### config.mk
export PLATFORM = sky130hd
export DESIGN_NAME = atm_egress_tx
export DESIGN_NICKNAME = d
export VERILOG_FILES = /design/src/rtl/atm_tx_pkg.sv /design/src/rtl/atm_tx_seq.sv /design/src/rtl/atm_tx_unpack.sv /design/src/rtl/atm_egress_tx.sv
export SDC_FILE = /design/constraint.sdc
export NUM_CORES = 1
export LEC_CHECK = 0
export ABC_AREA = 1
export BUFFER_PORTS_ARGS = -buffer_cell sky130_fd_sc_hd__clkbuf_2
export CAP_MARGIN = 20
export CORE_MARGIN = 10
export CORE_UTILIZATION = 50
export CTS_CLUSTER_DIAMETER = 30
export CTS_CLUSTER_SIZE = 14
export DETAILED_ROUTE_END_ITERATION = 6
export PLACE_DENSITY = 0.87
export RECOVER_POWER = 50
export SYNTH_ARGS = -nofsm -noshare
export SYNTH_HDL_FRONTEND = slang
export SYNTH_SLANG_ARGS = --single-unit
export TNS_END_PERCENT = 100
### constraint.sdc
create_clock -name clk -period 2.11 [get_ports clk]
set_input_delay 0.1055 -clock clk [delete_from_list [all_inputs] [get_ports clk]]
set_output_delay 0.1055 -clock clk [all_outputs]
set_load 0.05 [all_outputs]
### src/rtl/atm_tx_pkg.sv
package atm_tx_pkg;
  localparam int unsigned ATM_CELL_WORDS = 27;
  localparam int unsigned ATM_DROP_IDX   = 5;
  localparam int unsigned ATM_WORD_W     = 16;

  // Successor of a byte index inside one cell; the dropped byte is stepped over
  function automatic int unsigned step_idx(int unsigned cur, int unsigned drop, logic full);
    if (!full && cur == drop - 1) return drop + 1;
    return cur + 1;
  endfunction
endpackage

### src/rtl/atm_tx_seq.sv
module atm_tx_seq
  import atm_tx_pkg::*;
#(
  parameter int unsigned CELL_WORDS = ATM_CELL_WORDS,
  parameter int unsigned DROP_IDX   = ATM_DROP_IDX,
  localparam int unsigned BI_W      = $clog2(2 * CELL_WORDS)
) (
  input  logic            clk,
  input  logic            rst,
  input  logic            full_cell,
  input  logic            cell_rdy,
  input  logic            lnk_en_n,
  output logic            nxt_vld,
  output logic [BI_W-1:0] nxt_idx
);
  localparam logic [BI_W-1:0] LAST_IDX = BI_W'(2 * CELL_WORDS - 1);

  logic            cur_vld, start_q, cont_q, full_q;
  logic [BI_W-1:0] cur_idx;
  logic            go, idle_go, enter_last;

  assign go         = !lnk_en_n && cell_rdy;
  assign idle_go    = !start_q && !cur_vld && go;
  assign enter_last = cur_vld && nxt_vld && (nxt_idx == LAST_IDX);

  always_comb begin
    nxt_vld = 1'b0;
    nxt_idx = '0;
    if (start_q) begin
      nxt_vld = 1'b1;
    end else if (cur_vld) begin
      if (cur_idx == LAST_IDX) begin
        nxt_vld = cont_q;
      end else begin
        nxt_vld = 1'b1;
        nxt_idx = BI_W'(step_idx(int'(cur_idx), DROP_IDX, full_q));
      end
    end
  end

  always_ff @(posedge clk) begin
    if (rst) begin
      cur_vld <= 1'b0;
      cur_idx <= '0;
      start_q <= 1'b0;
      cont_q  <= 1'b0;
      full_q  <= 1'b1;
    end else begin
      cur_vld <= nxt_vld;
      cur_idx <= nxt_idx;
      start_q <= idle_go;
      if (idle_go) full_q <= full_cell;
      if (enter_last) begin
        cont_q <= go;
        if (go) full_q <= full_cell;
      end
    end
  end
endmodule

### src/rtl/atm_tx_unpack.sv
module atm_tx_unpack
  import atm_tx_pkg::*;
#(
  parameter int unsigned WORD_W     = ATM_WORD_W,
  parameter bit          UPPER_FIRST = 1'b1,
  localparam int unsigned BYTE_W    = WORD_W / 2
) (
  input  logic              clk,
  input  logic              rst,
  input  logic              fetch,
  input  logic              nxt_vld,
  input  logic              nxt_first,
  input  logic [WORD_W-1:0] rd_data,
  output logic              soc,
  output logic [BYTE_W-1:0] dout
);
  logic [BYTE_W-1:0] first_b, second_b, hold_q;

  generate
    if (UPPER_FIRST) begin : g_upper
      assign first_b  = rd_data[WORD_W-1:BYTE_W];
      assign second_b = rd_data[BYTE_W-1:0];
    end else begin : g_lower
      assign first_b  = rd_data[BYTE_W-1:0];
      assign second_b = rd_data[WORD_W-1:BYTE_W];
    end
  endgenerate

  always_ff @(posedge clk) begin
    if (rst) begin
      dout   <= '0;
      hold_q <= '0;
      soc    <= 1'b0;
    end else begin
      soc <= nxt_vld && nxt_first;
      if (fetch) begin
        dout   <= first_b;
        hold_q <= second_b;
      end else if (nxt_vld) begin
        dout <= hold_q;
      end else begin
        dout <= '0;
      end
    end
  end
endmodule

### src/rtl/atm_egress_tx.sv
module atm_egress_tx
  import atm_tx_pkg::*;
#(
  parameter int unsigned CELL_WORDS = ATM_CELL_WORDS,
  parameter int unsigned DROP_IDX   = ATM_DROP_IDX,
  parameter int unsigned WORD_W     = ATM_WORD_W,
  localparam int unsigned BI_W      = $clog2(2 * CELL_WORDS),
  localparam int unsigned ADDR_W    = BI_W - 1,
  localparam int unsigned BYTE_W    = WORD_W / 2
) (
  input  logic              clk,
  input  logic              rst,
  input  logic              full_cell,
  input  logic              cell_rdy,
  output logic              rd_en,
  output logic [ADDR_W-1:0] rd_addr,
  input  logic [WORD_W-1:0] rd_data,
  input  logic              lnk_en_n,
  output logic              clav,
  output logic              soc,
  output logic [BYTE_W-1:0] dout
);
  logic            nxt_vld;
  logic [BI_W-1:0] nxt_idx;

  atm_tx_seq #(.CELL_WORDS(CELL_WORDS), .DROP_IDX(DROP_IDX)) u_seq (
    .clk(clk), .rst(rst), .full_cell(full_cell), .cell_rdy(cell_rdy),
    .lnk_en_n(lnk_en_n), .nxt_vld(nxt_vld), .nxt_idx(nxt_idx)
  );

  // An even next byte index is the first half of a word: fetch it now
  assign rd_en   = nxt_vld && !nxt_idx[0];
  assign rd_addr = nxt_idx[BI_W-1:1];

  atm_tx_unpack #(.WORD_W(WORD_W), .UPPER_FIRST(1'b1)) u_unpack (
    .clk(clk), .rst(rst), .fetch(rd_en), .nxt_vld(nxt_vld),
    .nxt_first(nxt_idx == '0), .rd_data(rd_data), .soc(soc), .dout(dout)
  );

  always_ff @(posedge clk) begin
    if (rst) clav <= 1'b0;
    else     clav <= cell_rdy;
  end
endmodule

Yosys cells after proc, flatten, opt, wreduce, memory -nomap -nowiden
Cells that the tools add are included.

Multiplexer cells: 17. Add/sub/neg operators: 1. Eq/ne operators: 3. Reduce and logical (&&, ||, !) cells: 14.

Operators by type and width (number): $mux W6 (4); $mux W8 (2); $eq A6 B6 Y1 const B (2); $mux W1 (10); $logic_and A1 B1 Y1 (8); $add A6 B1 Y6 const B (1); $eq A6 B3 Y1 const B (1); $logic_not A6 Y1 (1); $logic_not A1 Y1 (5); $mux W3 (1).

Word-level logic and storage cells: 44. Output and inout port bits: 16. Input bits: 21. Flip-flop bits (word level): 28.

Logic depth before layout (Yosys ltp)
Gate-level depths: netlist (run 1).

Depth after elaboration: 13. Mapped depth: 14. Mapped depth without buffers: 14.

Cells and area by module
Synthesis (run 1) repeated with hierarchy kept, for this count alone.

Cell total of the unflattened synthesis: 190. Area total of the unflattened synthesis: 1326.3 um^2.

By module, submodules not included: atm_tx_unpack (seq. area each 340.3 um^2, area each 636.9 um^2, instances 1, cells an instance 90); atm_tx_seq (seq. area each 200.2 um^2, area each 633.1 um^2, instances 1, cells an instance 90); atm_egress_tx (seq. area each 20.0 um^2, area each 56.3 um^2, instances 1, cells an instance 10).

Least setup slack after synthesis (run 1)
No wires, ideal clock.

Path type: register to register. Start point: register u_seq.cur_idx[0]. End point: register u_unpack.hold_q[0]. Clock period less this slack: 1.570 ns. Required time: 1.977 ns. Cell stages (with the launch flop): 13. Setup slack: 0.540 ns. Path buffers: 0. Setup time: 0.133 ns. Data arrival time: 1.436 ns. Cell sequence: dfxtp_1 -> inv_1 -> ha_1 -> inv_1 -> nor2_1 -> nand3_2 -> nand2_4 -> nor2_4 -> inv_6 -> nand2_8 -> inv_6 -> nand2_1 -> a21oi_1.

Word-level cells in the longest chain between the ends: 12. Elaborated cells on any way between the ends: 17. Those cells by class: add/sub: 1; eq/ne: 2; mux: 11; reduce/logical: 3.

RTL lines: from (decl) (RTL line atm_tx_seq.sv:19) `logic [BI_W-1:0] cur_idx;`; from (signal assigned) (RTL line atm_tx_seq.sv:50) `cur_idx <= nxt_idx;`; $eq A6 B3 Y1 (RTL line atm_tx_pkg.sv:8) `if (!full && cur == drop - 1) return drop + 1;`; $logic_and A1 B1 Y1 (RTL line atm_tx_pkg.sv:8); $mux W1 (RTL line atm_tx_pkg.sv:8); $mux W1 (RTL line atm_tx_seq.sv:32) `if (cur_idx == LAST_IDX) begin`; $mux W1 (RTL line atm_tx_seq.sv:31) `end else if (cur_vld) begin`; $mux W1 (RTL line atm_tx_seq.sv:29) `if (start_q) begin`; $mux W6 (RTL line atm_tx_pkg.sv:9) `return cur + 1;`; $mux W6 (RTL line atm_tx_seq.sv:32); $mux W6 (RTL line atm_tx_seq.sv:31); $mux W6 (RTL line atm_tx_seq.sv:29); $logic_not A1 Y1 (RTL line atm_egress_tx.sv:32) `assign rd_en = nxt_vld && !nxt_idx[0];`; $logic_and A1 B1 Y1 (*) (RTL line atm_egress_tx.sv:32); named net rd_en (RTL line atm_egress_tx.sv:15) `output logic rd_en,`; to (signal assigned) (RTL line atm_tx_unpack.sv:38) `hold_q <= second_b;`; to (decl) (RTL line atm_tx_unpack.sv:17) `logic [BYTE_W-1:0] first_b, second_b, hold_q;`.

The timed path passes the listed nets; every way through them passes the cells marked *. The select of a mux whose other input is x is not followed. A chain may end at the register's enable or synchronous reset.

Worst setup path in the final report (run 1)
Start point: register u_seq.cur_idx[0]. End point: output rd_en.

Word-level cells in the longest chain between the ends: 12. Elaborated cells on any way between the ends: 17. Those cells by class: add/sub: 1; eq/ne: 2; mux: 11; reduce/logical: 3.

RTL lines (RTL line): $eq A6 B3 Y1 (atm_tx_pkg.sv:8); $logic_and A1 B1 Y1 (atm_tx_pkg.sv:8); $mux W1 (atm_tx_pkg.sv:8); $mux W1 (atm_tx_seq.sv:32); $mux W1 (atm_tx_seq.sv:31); $mux W1 (atm_tx_seq.sv:29); $mux W6 (atm_tx_pkg.sv:9); $mux W6 (atm_tx_seq.sv:32); $mux W6 (atm_tx_seq.sv:31); $mux W6 (atm_tx_seq.sv:29); $logic_not A1 Y1 (atm_egress_tx.sv:32); $logic_and A1 B1 Y1 (*) (atm_egress_tx.sv:32); to (decl) (atm_egress_tx.sv:15).

Every way passes the cells marked *; elsewhere a longest branch is shown, timed or not. The select of a mux whose other input is x is not followed.

==> results of run 1 <==
==> cell type report <==
| cell class | count | area share [%] |
|---|---|---|
| sequential | 28 | 33.1 |
| multi-input combinational | 110 | 32.8 |
| timing repair buffer | 59 | 22.7 |
| inverter | 25 | 6.09 |
| tap | 30 | 2.20 |
| clock inverter | 1 | 1.76 |
| clock buffer | 3 | 1.32 |
==> cell families (layout without fill, tap and decap cells) <==
logic type / Yosys count / in the layout
compound gates: 20 / 20
xor+xnor: 1 / 1
fa+ha+maj: 3 / 3
buf+inv: 32 / 88
flops: 28 / 28
simple gates: 86 / 86
==> where the power goes <==
part	switching, mW	leakage, nW	total, mW	internal, mW
Clock	0.170	0.0279	0.362	0.192
Sequential	0.00801	0.229	0.556	0.548
Combinational	0.106	0.528	0.176	0.0696
==> state kept, by name (all words and copies together) (netlist names), named ones only <==
signal           count
u_unpack.dout        8
u_unpack.hold_q      8
u_seq.cur_idx        6
clav                 1
u_seq.cont_q         1
u_seq.cur_vld        1
u_seq.start_q        1
u_unpack.soc         1
==> timing repair <==
| item | in CTS | in global routing |
|---|---|---|
| resized for setup | 1 | 6 |
| hold buffers | 16 | 0 |
| pin swaps | 0 | 5 |
| endpoints found under the setup margin | 1 | 3 |
| buffers inserted | 0 | 7 |
| hold endpoints to repair | 16 | 0 |
==> worst reg2reg max path, delay by kind of cell (launching register included) <==
kind / cells / cell delay [ns]
flops: 1 / 0.39
buf+inv: 4 / 0.38
simple gates: 6 / 0.84
fa+ha+maj: 1 / 0.14
==> layer usage <==
metal,routed length (um),up-vias,share of wire (%)
met5,0,-,0
met3,193,6,5.6
met4,66,0,1.9
met2,1790,44,52
met1,1400,579,41
li1,-,643,-
==> placed cells by master (no fill, tap or decap) <==
master         instances
xnor2_1                1
inv_1                 21
ha_1                   3
nand2_8                1
inv_2                  2
nand2_4                1
nand3_1                7
a21boi_0               1
nor3_1                 3
o21ai_1                1
nor2_1                18
dfxtp_1               26
nand3_2                1
nand2_2                1
buf_4                  7
buf_6                  1
nor2_2                 3
nand4_1                4
dfxtp_2                1
inv_6                  2
nor2_4                 2
clkbuf_2              25
nand2_1               44
o21bai_1               1
clkbuf_4               3
a21oi_1               17
dlygate4sd3_1         16
bufinv_16              1
clkbuf_1              10
nor4_2                 1
dfxtp_4                1
==> stage by stage <==
| step | hold WS (ns) | TNS (ns) |
|---|---|---|
| after floorplan | 0.189 | 0 |
| after global placement | 0.322 | 0 |
| after detailed placement | 0.337 | 0 |
| after CTS | 0.000901 | 0 |
| after global routing | 0.000638 | -0.0256 |
| final | 0.00395 | 0 |
==> final timing paths <==
path	to	slack (ns)	cells after the start
worst max-delay path	rd_en	0.08	11
worst min-delay path	u_unpack.dout[6]	0.004	3
worst max register to register	u_unpack.soc	0.28	11
worst min register to register	u_seq.cont_q	0.48	2
==> flow_summary.json, run 1 <==
{
  "status": "complete, no violations",
  "cts_tree": "done",
  "synth_adder_area_share_pct": 2.96,
  "grt_start_max_net_pins": 21,
  "synthSimpleGateAreaFrac_pct": 32.2,
  "rows": 18,
  "diodes": 0,
  "multiInputGateArea_um2": 561,
  "clkSlewWorstSetupHoldPaths_ns": 0.15,
  "fillers": 171,
  "min_period_over_period_pct": 96.3,
  "crit_start": "u_seq.cur_idx[0]",
  "cp_num_buf_inv": 5,
  "seq_area_um2": 566,
  "max_freq_mhz": 492,
  "skew_ns": 0.0156,
  "synth-edff-count": 0,
  "hold_class": "in -> reg",
  "clkLatencyLatePin_ns": 0.34,
  "p_total_mw": 1.09,
  "setup_ws_ns": 0.0787,
  "max_stage_delay_ns": 0.39,
  "ys_types": 24,
  "placed_cells": 229,
  "syn_avg_cell_area_um2": 7.47,
  "grt_util_met3_pct": 2.54,
  "drt_wl_total_mm": 3.45,
  "ys_warn_count": 0,
  "place_congestion": 0.919,
  "grt_pass1_wl_mm": 5.46,
  "crit_type": "reg -> out",
  "critPathCaptureType": "output pin",
  "synth.top_cells.by_count": "44 x nand2_1, 28 x dfxtp_1, 21 x inv_1",
  "die_area_um2": 4960,
  "start_util_pct": 51.7,
  "critPathTopFamily": "simple AND/OR/NAND/NOR gates",
  "global_route.peak_usage_layer": "met2",
  "p_leak_nw": 0.785,
  "arrival_ns": 1.93,
  "netlist_area_um2": 1270,
  "yosys-mux-area-fraction_pct": 0,
  "place_area_um2": 1440,
  "path_max_fanout": 10,
  "hold_viol_final": 0,
  "use_met2_pct": 23.2,
  "synth_area_leaders": "dfxtp_1 44%, nand2_1 13%, a21oi_1 6.7%",
  "dieWidth_um": 70.4,
  "crit_slowest_cell": "dfxtp_4",
  "final_cell_area_um2": 1710,
  "io_buffers": 36,
  "worst_slew_pin_slew_ns": 0.623,
  "layoutNonFillerInstCount": 256,
  "synthXorXnorAreaFrac_pct": 0.690,
  "drt-wirelength-per-cell_um": 13.5,
  "synth_cells": 170,
  "finalSetupViolCount": 0,
  "synth_fp_nets": 194,
  "slew_headroom_pct": 58.6,
  "drc": 0,
  "htree_levels": 1,
  "gr-usage-all-layers_pct": 12.9,
  "routed_via_density": 4.97,
  "finalWorstPathRequiredPeriod_ns": 2.03,
  "drv_slew": 0,
  "cts_buffer_depth": 2,
  "pre_cts_ws_ns": 0.318,
  "cts_sinks": 28,
  "overflow": 0,
  "antenna_found_initial": 0,
  "ant_nets": 0,
  "hpwl_mm": 2.14,
  "utilization_pct": 69.5,
  "yosysMostFrequentCell": "nand2_1",
  "ys_seq_area_share_pct": 44.1,
  "io_pins": 37,
  "crit-reg2reg-launch": "u_seq.cur_idx[0]",
  "vias": 1272,
  "yosysTopAreaCellShare_pct": 44.1,
  "power_density_nw_per_um2": 641,
  "min_from": "rd_data[14]",
  "die_y_um": 70.4,
  "synthArstFlopShare_pct": 0,
  "peakVddDrop_v": 0.000517,
  "ys_ff_latch": 28,
  "nNetsFinal": 251,
  "area_growth_pct": 34.4,
  "dr.pass1.iters": 4,
  "yosysTopAreaCell": "dfxtp_1",
  "grt_pass1_vias": 1234,
  "drtIter0Drc": 57,
  "synth_top_family_by_area": "simple AND/OR/NAND/NOR gates",
  "root_buffer": "clkbuf_4",
  "core_um2": 2450,
  "use_met1_pct": 14.2,
  "synth_compound_area_share_pct": 8.28,
  "worst_setup_path_start_kind": "register",
  "crit_chain": "inv_1, ha_1, inv_1, nor2_1, nand3_2, nand2_4, nor2_4, inv_6, nand2_8, inv_6, buf_6",
  "required_ns": 2.00,
  "drive_gt1_share_pct": 23.5,
  "synthFlopType": "dfxtp_1",
  "cts_buffers": 3,
  "maxCapViolCount": 0
}
(Power assumes the default switching activity.)
==> run 2, diff against run 1 <==
- CORE_UTILIZATION: 50 -> 54
- PLACE_DENSITY: 0.87 -> 0.93
- clock period: 2.11 -> 2.5 ns (I/O delays scaled with it)
==> flow_summary.json, run 2 (same netlist as run 1, synthesis figures left out) <==
{
  "hold_class": "in -> reg",
  "cts_buffers": 3,
  "ant_nets": 0,
  "slew_headroom_pct": 58.2,
  "clock_power_share_pct": 33.7,
  "cts_setup_buffers": 0,
  "cts_sinks": 28,
  "path_max_fanout": 10,
  "routed_via_density": 4.95,
  "skew_ns": 0.00237,
  "vias": 1148,
  "final_cell_area_um2": 1490,
  "antenna_found_initial": 0,
  "cts_tree": "done",
  "start_util_pct": 56.9,
  "finalSetupTns_ns": 0,
  "grt_pass1_vias": 1106,
  "required_ns": 2.38,
  "nNetsFinal": 229,
  "power_density_nw_per_um2": 596,
  "crit_chain": "inv_1, ha_1, inv_1, nor2_1, nand3_2, nand2_4, nor2_4, inv_6, nand2_8, inv_6, clkbuf_2",
  "clkLatencyLatePin_ns": 0.33,
  "drt_wl_total_mm": 3.17,
  "max_stage_delay_ns": 0.42,
  "pre_cts_ws_ns": 0.663,
  "io_buffers": 36,
  "p_int_mw": 0.662,
  "min_period_over_period_pct": 89.5,
  "p_leak_nw": 0.684,
  "crit_slowest_cell": "dfxtp_1",
  "arrival_ns": 2.11,
  "rows": 17,
  "drtIter0Drc": 108,
  "hpwl_mm": 2.40,
  "pwr-share-seq_pct": 53.1,
  "place_congestion": 0.858,
  "cp_num_buf_inv": 5,
  "critPathCaptureType": "output pin",
  "reg_top3": "u_unpack.dout x8, u_unpack.hold_q x8, u_seq.cur_idx x6",
  "hold_viol_final": 0,
  "grt_start_max_net_pins": 21,
  "switching_share_pct": 25.4,
  "die_y_um": 68.5,
  "combPwrFrac_pct": 13.2,
  "core_um2": 2230,
  "dr.pass1.iters": 4,
  "drv_slew": 0,
  "final_common_cell": "nand2_1",
  "finalWorstPathRequiredPeriod_ns": 2.24,
  "post_cts_resized": 0,
  "setup_ws_ns": 0.263,
  "cts_buffer_depth": 2,
  "maxCapViolCount": 0,
  "drc": 0,
  "rsz0062_at_grt": "no",
  "root_buffer": "clkbuf_4",
  "max_freq_mhz": 447,
  "layout_common_cells": "45 x nand2_1, 28 x dfxtp_1, 26 x clkbuf_2",
  "status": "complete, no violations",
  "htree_levels": 1,
  "fillers": 207,
  "finalSetupViolCount": 0,
  "worst_slew_pin_slew_ns": 0.629,
  "grt_pass1_wl_mm": 4.91,
  "p_sw_mw": 0.225,
  "area_growth_pct": 17.1,
  "gr-usage-all-layers_pct": 13.3,
  "diodes": 0,
  "peakVddDrop_v": 0.000349,
  "io_pins": 37,
  "clkSlewWorstSetupHoldPaths_ns": 0.15,
  "drive_gt1_share_pct": 21.1,
  "seq_area_um2": 561,
  "critPathTopFamily": "buffers and inverters",
  "crit_type": "reg -> out",
  "die_area_um2": 4690,
  "multiInputGateArea_um2": 558,
  "worst_setup_path_start_kind": "register",
  "place_area_um2": 1440,
  "dieWidth_um": 68.5,
  "overflow": 0,
  "drt-wirelength-per-cell_um": 13.6,
  "cts_hold_buf": 1
}
[run 2: tightest hold or removal path, delay by kind of cell]
family | cells | cell delay, ns
buffers and inverters | 1 | 0.08
and+or+nand+nor | 1 | 0.05
AOI/OAI and AO/OA | 1 | 0.05
[run 2: power by group through the flow]
stage                     combinational (mW)  clock [mW]  sequential [mW]
after floorplan                       0.0601           0            0.502
after detailed placement               0.117           0            0.480
after global routing                   0.129       0.318            0.473
after CTS                              0.119       0.297            0.471
final                                  0.117       0.299            0.471
after global placement                 0.114           0            0.480
[run 2: path summary, 6_finish.rpt]
| check | startpoint | end | slack [ns] | depth (start not counted) |
|---|---|---|---|---|
| worst max-delay path | u_seq.cur_idx[0] | rd_en | 0.26 | 11 |
| worst min-delay path | rd_data[3] | u_unpack.hold_q[3] | 0.002 | 3 |
| worst max register to register | u_seq.cur_idx[0] | register | 0.65 | 12 |
| worst min register to register | u_unpack.hold_q[3] | u_unpack.dout[3] | 0.48 | 2 |
[run 2: stage by stage]
| step | power (mW) | hold WS, ns | cells | util, % |
|---|---|---|---|---|
| detailed placement | 0.597 | 0.364 | 227 | 64.5 |
| CTS | 0.887 | 0.00461 | 232 | 67.3 |
| floorplan | 0.562 | 0.209 | 170 | - |
| finish | 0.887 | 0.00215 | 232 | 66.6 |
| global route | 0.919 | 0.00931 | 232 | 66.6 |
| global placement | 0.594 | 0.339 | 227 | 64.5 |
[run 2: layer usage]
| metal | wire [um] | up-vias | global-route usage (%) |
|---|---|---|---|
| met5 | 0 | - | 0 |
| met4 | 19 | 0 | 4.52 |
| met3 | 224 | 4 | 3.70 |
| met2 | 1580 | 34 | 22.5 |
| met1 | 1340 | 516 | 15.9 |
| li1 | - | 594 | - |
[run 2: layout make-up]
| type | instances | share of cell area [%] |
|---|---|---|
| multi-input cells | 110 | 37.5 |
| inverters | 25 | 6.98 |
| clock buffers | 3 | 1.51 |
| repair buffers | 37 | 11.9 |
| flip-flops and latches | 28 | 37.7 |
| clock inverters | 1 | 2.02 |
| well taps | 28 | 2.35 |
